<file path="src/rtl/sdm_pkg.sv">
package sdm_pkg;

  typedef enum logic [2:0] {
    BK_IDLE   = 3'd0,
    BK_ACTIVE = 3'd1,
    BK_READ   = 3'd2,
    BK_WRITE  = 3'd3,
    BK_PRECH  = 3'd4
  } bankState_e;

  // Values equal the {rasN,casN,weN} pin pattern
  typedef enum logic [2:0] {
    CMD_MRS  = 3'b000,
    CMD_REF  = 3'b001,
    CMD_PRE  = 3'b010,
    CMD_ACT  = 3'b011,
    CMD_WRIT = 3'b100,
    CMD_READ = 3'b101,
    CMD_BST  = 3'b110,
    CMD_NOP  = 3'b111
  } cmd_e;

  // Strobes from the command judge to the bank tracker
  typedef struct packed {
    logic live;     // cke high: clocks advance
    logic act;
    logic rd;
    logic wr;
    logic pre;
    logic preAll;
    logic bst;
    logic autoPre;
    logic illegal;
  } bankStrobe_t;

endpackage

</file>
<file path="src/rtl/sdm_cmd_judge.sv">
module sdm_cmd_judge
  import sdm_pkg::*;
#(
  parameter int BA_W = 2,
  localparam int NB = 1 << BA_W
) (
  input  logic              cke,
  input  logic              csN,
  input  logic              rasN,
  input  logic              casN,
  input  logic              weN,
  input  logic              a10,
  input  logic [BA_W-1:0]   ba,
  input  logic [3*NB-1:0]   bankStates,
  output bankStrobe_t       stb
);

  bankState_e stArr [NB];
  logic       allIdle;
  bankState_e selSt;
  logic       selOpen;
  cmd_e       cmd;
  logic       issue;

  for (genvar i = 0; i < NB; i++) begin : gUnpack
    assign stArr[i] = bankState_e'(bankStates[3*i +: 3]);
  end

  always_comb begin
    allIdle = 1'b1;
    for (int i = 0; i < NB; i++) begin
      if (stArr[i] != BK_IDLE) allIdle = 1'b0;
    end
  end

  assign selSt   = stArr[ba];
  assign selOpen = (selSt == BK_ACTIVE) || (selSt == BK_READ) || (selSt == BK_WRITE);
  assign cmd     = cmd_e'({rasN, casN, weN});
  assign issue   = cke && !csN;

  always_comb begin
    stb      = '0;
    stb.live = cke;
    if (issue) begin
      unique case (cmd)
        CMD_ACT: begin
          if (selSt == BK_IDLE) stb.act = 1'b1;
          else                  stb.illegal = 1'b1;
        end
        CMD_READ, CMD_WRIT: begin
          if (selOpen) begin
            stb.rd      = (cmd == CMD_READ);
            stb.wr      = (cmd == CMD_WRIT);
            stb.autoPre = a10;
          end else begin
            stb.illegal = 1'b1;
          end
        end
        CMD_PRE: begin
          stb.pre    = 1'b1;
          stb.preAll = a10;
        end
        CMD_REF, CMD_MRS: begin
          if (!allIdle) stb.illegal = 1'b1;
        end
        CMD_BST: stb.bst = 1'b1;
        default: ;
      endcase
    end
  end

endmodule

</file>
<file path="src/rtl/sdm_bank_track.sv">
module sdm_bank_track
  import sdm_pkg::*;
#(
  parameter int BA_W      = 2,
  parameter int T_RP      = 3,
  parameter int CAS_LAT   = 2,
  parameter int BURST_LEN = 4,
  localparam int NB      = 1 << BA_W,
  localparam int RD_LEN  = CAS_LAT + BURST_LEN - 1,
  localparam int WR_LEN  = BURST_LEN,
  localparam int MAX_A   = (T_RP > RD_LEN) ? T_RP : RD_LEN,
  localparam int MAX_L   = (MAX_A > WR_LEN) ? MAX_A : WR_LEN,
  localparam int CNT_W   = $clog2(MAX_L + 1)
) (
  input  logic              clk,
  input  logic              rst,
  input  bankStrobe_t       stb,
  input  logic [BA_W-1:0]   ba,
  output logic [3*NB-1:0]   bankStates,
  output logic              illegalFlag,
  output logic [BA_W-1:0]   illegalBank
);

  localparam logic [CNT_W-1:0] RP_LD = CNT_W'(T_RP - 1);
  localparam logic [CNT_W-1:0] RD_LD = CNT_W'(RD_LEN - 1);
  localparam logic [CNT_W-1:0] WR_LD = CNT_W'(WR_LEN - 1);

  for (genvar i = 0; i < NB; i++) begin : gBank
    bankState_e       st, nSt;
    logic [CNT_W-1:0] cnt, nCnt;
    logic             ap, nAp;
    logic             hit, busy, open, rw;

    assign hit  = (ba == BA_W'(i));
    assign busy = (st == BK_READ) || (st == BK_WRITE);
    assign open = busy || (st == BK_ACTIVE);
    assign rw   = stb.rd || stb.wr;

    always_comb begin
      nSt  = st;
      nCnt = cnt;
      nAp  = ap;
      // timed exits
      if (st == BK_PRECH) begin
        if (cnt == '0) nSt = BK_IDLE;
        else           nCnt = cnt - 1'b1;
      end else if (busy) begin
        if (cnt == '0) begin
          nSt  = ap ? BK_PRECH : BK_ACTIVE;
          nCnt = RP_LD;
          nAp  = 1'b0;
        end else begin
          nCnt = cnt - 1'b1;
        end
      end
      // commands take precedence over timed exits
      if (stb.pre && (stb.preAll || hit) && open) begin
        nSt  = BK_PRECH;
        nCnt = RP_LD;
        nAp  = 1'b0;
      end else if (stb.act && hit) begin
        nSt = BK_ACTIVE;
      end else if (rw && hit) begin
        nSt  = stb.rd ? BK_READ : BK_WRITE;
        nCnt = stb.rd ? RD_LD : WR_LD;
        nAp  = stb.autoPre;
      end else if (rw && busy) begin
        nSt  = ap ? BK_PRECH : BK_ACTIVE;
        nCnt = RP_LD;
        nAp  = 1'b0;
      end else if (stb.bst && busy) begin
        nSt = BK_ACTIVE;
        nAp = 1'b0;
      end
    end

    always_ff @(posedge clk) begin
      if (rst) begin
        st  <= BK_IDLE;
        cnt <= '0;
        ap  <= 1'b0;
      end else if (stb.live) begin
        st  <= nSt;
        cnt <= nCnt;
        ap  <= nAp;
      end
    end

    assign bankStates[3*i +: 3] = st;
  end

  always_ff @(posedge clk) begin
    if (rst) begin
      illegalFlag <= 1'b0;
      illegalBank <= '0;
    end else begin
      illegalFlag <= stb.illegal;
      if (stb.illegal) illegalBank <= ba;
    end
  end

endmodule

</file>
<file path="src/rtl/sdram_cmd_monitor.sv">
module sdram_cmd_monitor
  import sdm_pkg::*;
#(
  parameter int BA_W      = 2,
  parameter int T_RP      = 3,
  parameter int CAS_LAT   = 2,
  parameter int BURST_LEN = 4
) (
  input  logic                  clk,
  input  logic                  rst,
  input  logic                  cke,
  input  logic                  csN,
  input  logic                  rasN,
  input  logic                  casN,
  input  logic                  weN,
  input  logic [BA_W-1:0]       ba,
  input  logic                  a10,
  output logic [(3<<BA_W)-1:0]  bankStates,
  output logic                  illegalFlag,
  output logic [BA_W-1:0]       illegalBank
);

  bankStrobe_t stb;

  sdm_cmd_judge #(.BA_W(BA_W)) judge (
    .cke(cke), .csN(csN), .rasN(rasN), .casN(casN), .weN(weN),
    .a10(a10), .ba(ba), .bankStates(bankStates), .stb(stb)
  );

  sdm_bank_track #(
    .BA_W(BA_W), .T_RP(T_RP), .CAS_LAT(CAS_LAT), .BURST_LEN(BURST_LEN)
  ) track (
    .clk(clk), .rst(rst), .stb(stb), .ba(ba),
    .bankStates(bankStates), .illegalFlag(illegalFlag), .illegalBank(illegalBank)
  );

endmodule

</file>
<file path="config.mk">
export PLATFORM = sky130hd
export DESIGN_NAME = sdram_cmd_monitor
export DESIGN_NICKNAME = d
export VERILOG_FILES = /design/src/rtl/sdm_pkg.sv /design/src/rtl/sdm_cmd_judge.sv /design/src/rtl/sdm_bank_track.sv /design/src/rtl/sdram_cmd_monitor.sv
export SDC_FILE = /design/constraint.sdc
export NUM_CORES = 1
export LEC_CHECK = 0
export ABC_AREA = 1
export BUFFER_PORTS_ARGS = -buffer_cell sky130_fd_sc_hd__buf_2
export CAP_MARGIN = 20
export CELL_PAD_IN_SITES_DETAIL_PLACEMENT = 0
export CELL_PAD_IN_SITES_GLOBAL_PLACEMENT = 2
export CORE_AREA = 2 2 68 118
export DETAILED_ROUTE_END_ITERATION = 12
export DIE_AREA = 0 0 70 120
export GPL_TIMING_DRIVEN = 1
export PLACE_DENSITY_LB_ADDON = 0.1
export SLEW_MARGIN = 10
export SYNTH_ARGS = -nofsm -noshare
export SYNTH_HDL_FRONTEND = slang
export SYNTH_SLANG_ARGS = --single-unit
</file>
<file path="constraint.sdc">
create_clock -name clk -period 2.9 [get_ports clk]
set_clock_uncertainty 0.1 [all_clocks]
set_input_delay 0.58 -clock clk [delete_from_list [all_inputs] [get_ports clk]]
set_output_delay 0.58 -clock clk [all_outputs]
set_load 0.02 [all_outputs]
</file>
==> qor.yml <==
status:
  outcome: "finished clean"
yosys:
  ys_seq_elements: 31
  postSynthNetCount: 437
  syn_inst: 415
  ys_seq_area_share_pct: 25.2
  yosys.area.top_type: "dfxtp_1"
  synth.distinct_cells: 28
  synth_edf_count: 0
  synth_ff_type: "dfxtp_1"
  synth_common_cells: "nand2_1, inv_1, nor2_1, a21oi_1, nand3_1"
  synth_area_leaders: "dfxtp_1, nand2_1, inv_1"
  syn_avg_cell_area_um2: 5.92
  async_flop_share_pct: 0
  synth.most_common_cell: "nand2_1"
  ys_warn_count: 0
  netlist_area_mm2: 0.00246
  synth_top_area_share_pct: 25.2
route:
  vias_per_cell: 5.17
  drcViolationCount: 0
  first_pass_iters: 7
  vias: 2760
  drt-initial-drc-count: 161
  wl_um: 8220
  post_drt_wl_per_cell_um: 15.4
  ant_nets: 0
clock_network:
  cts_made_buffers: 5
  cts_tree: "done"
  post-cts-setup-buffers: 0
  postCtsResizedCells: 0
  cts_hold_buf: 0
  htree_levels: 2
  clock_latency_ns: 0.28
  clk_path_buf_depth: 2
  cts_root_buf: "clkbuf_16"
  clk_pin_slew_worst_paths_ns: 0.06
  clock-sinks: 31
timing:
  grt_setup_unrepaired: "false"
  tightest_slew_ns: 0.513
  post-route-period-util_pct: 74.4
  min_period_ns: 2.16
  final.setup.tns_ns: 0
  finalSetupViolations: 0
  hold_slack_ns: 0.364
  relSlewSlack_pct: 65.7
  timing.final.max_slew_violations: 0
  max_freq_mhz: 463
  hold_viol_final: 0
grt:
  grt_overflow: 0
  grt_pass1_wl_um: 13100
  grt_max_degree: 24
  antenna_found_initial: 0
  grt_usage_pct: 20.0
  grt_pass1_vias: 2643
floorplan:
  num_rows: 42
  die-area_mm2: 0.00840
  core_mm2: 0.00746
  fp.dieW_um: 70
  start_util_pct: 32.9
  ioPinCount: 25
  die_height_um: 120
critical_path:
  cp-start-kind: "input pin"
  crit_type: "input pin to flip-flop"
  cp_max_fo: 10
  crit_path_end_kind: "flip-flop"
  cp.arrival_ns: 2.22
  cp_data_required_time_ns: 2.96
  rr_worst_depth: 12
power_and_ir_drop:
  fin_total_pwr_w: 0.00108
  power.leakage_nw: 1.41
  cellPowerDensity_mw_per_mm2: 380
  peakVddDrop_mv: 0.235
layout:
  finish.net_count: 467
  n_antenna_cell: 0
  drive_gt1_share_pct: 9.64
  syn_to_final_growth_pct: 15.2
  fill_cells: 851
  utilization_pct: 38.0
job:
  cap_violations: 0
placement:
  gp_congestion: 0.876
  dp_hpwl_um: 6370
  port_buffers: 24
worst_hold_path:
  min_delay_path_depth: 2
  hold_class: "flip-flop to flip-flop"
## flip-flops by register name (all words and copies together), names as in the netlist
name and count:
track.gBank.cnt 12, track.illegalBank 2, track.illegalFlag 1, track.gBank.st 12, track.gBank.ap 4
## placed cells by master, fill, tap and decap left out
cell / n
nor4_1: 1
dfxtp_1: 31
inv_1: 64
o311ai_0: 3
nand3_1: 32
clkbuf_1: 2
clkinv_2: 1
nand4_1: 16
a211oi_1: 2
or2_0: 1
a21oi_1: 33
o211ai_1: 5
nor3_4: 1
clkbuf_16: 5
a21boi_0: 1
nor2_1: 46
o2111ai_1: 3
nand4_2: 1
buf_4: 4
nor3_1: 4
nand2_1: 119
inv_2: 1
o221ai_1: 2
nand2_2: 4
nand4_4: 1
ha_1: 12
o21ai_0: 25
buf_2: 24
a31oi_1: 1
or2_2: 1
## logic make-up (layout without fill, tap and decap cells)
| kind of cell | Yosys count | count (layout) | synth area share [%] |
|---|---|---|---|
| AOI/OAI and AO/OA | 75 | 75 | 17.4 |
| adders and majority gates | 12 | 12 | 6.11 |
| buffers and inverters | 70 | 101 | 10.9 |
| DFF | 31 | 31 | 25.2 |
| and+or+nand+nor | 227 | 227 | 40.4 |
## metrics by stage
| stage | instance area (µm²) | worst slack, ns | cells |
|---|---|---|---|
| global route | 2830 | 0.532 | 534 |
| floorplan | 2460 | 0.953 | 415 |
| global placement | 2700 | 0.435 | 526 |
| CTS | 2830 | 0.747 | 534 |
| detailed placement | 2700 | 0.445 | 526 |
| finish | 2830 | 0.742 | 534 |
## power by group
group	switching (W)	leakage (nW)	internal [W]
registers	0.00000445	0.251	0.000433
logic	0.0000875	1.09	0.0000344
clock network	0.000201	0.0679	0.000317
## cell type report
cell class / instances / area (µm²) / share of cell area (%)
clock inverter: 1 / 5.00 / 0.177
inverter: 65 / 244 / 8.61
tap: 88 / 110 / 3.89
clock buffer: 7 / 133 / 4.68
timing repair buffer: 28 / 150 / 5.30
multi-input combinational: 314 / 1570 / 55.4
sequential: 31 / 621 / 21.9
## worst paths after layout
path | start | to | slack (ns)
worst max-delay path | rasN | track.gBank[3].st[1] | 0.74
worst min-delay path | track.gBank[0].cnt[0] | track.gBank[0].cnt[0] | 0.36
worst max register to register | track.gBank[2].st[2] | track.gBank[3].st[1] | 0.77
worst min register to register | track.gBank[0].cnt[0] | track.gBank[0].cnt[0] | 0.36
## worst max-delay path, cell delays in order
cell and delay (ns):
buf_2 0.11, inv_1 0.11, nor3_4 0.49, nand4_1 0.40, nand2_1 0.19, nor2_1 0.08
nand2_1 0.07, nand2_2 0.07, nand2_1 0.07, a21oi_1 0.05
## metal layers
| metal | up-vias | routed length, µm | track usage (%) | share of wire (%) |
|---|---|---|---|---|
| met3 | 14 | 248 | 3.11 | 3.0 |
| met1 | 1273 | 3180 | 21.1 | 39 |
| li1 | 1423 | - | - | - |
| met4 | 0 | 216 | 8.41 | 2.6 |
| met2 | 50 | 4570 | 38.2 | 56 |
| met5 | - | 0 | 0 | 0 |
Power figures use the tool's default switching activity.
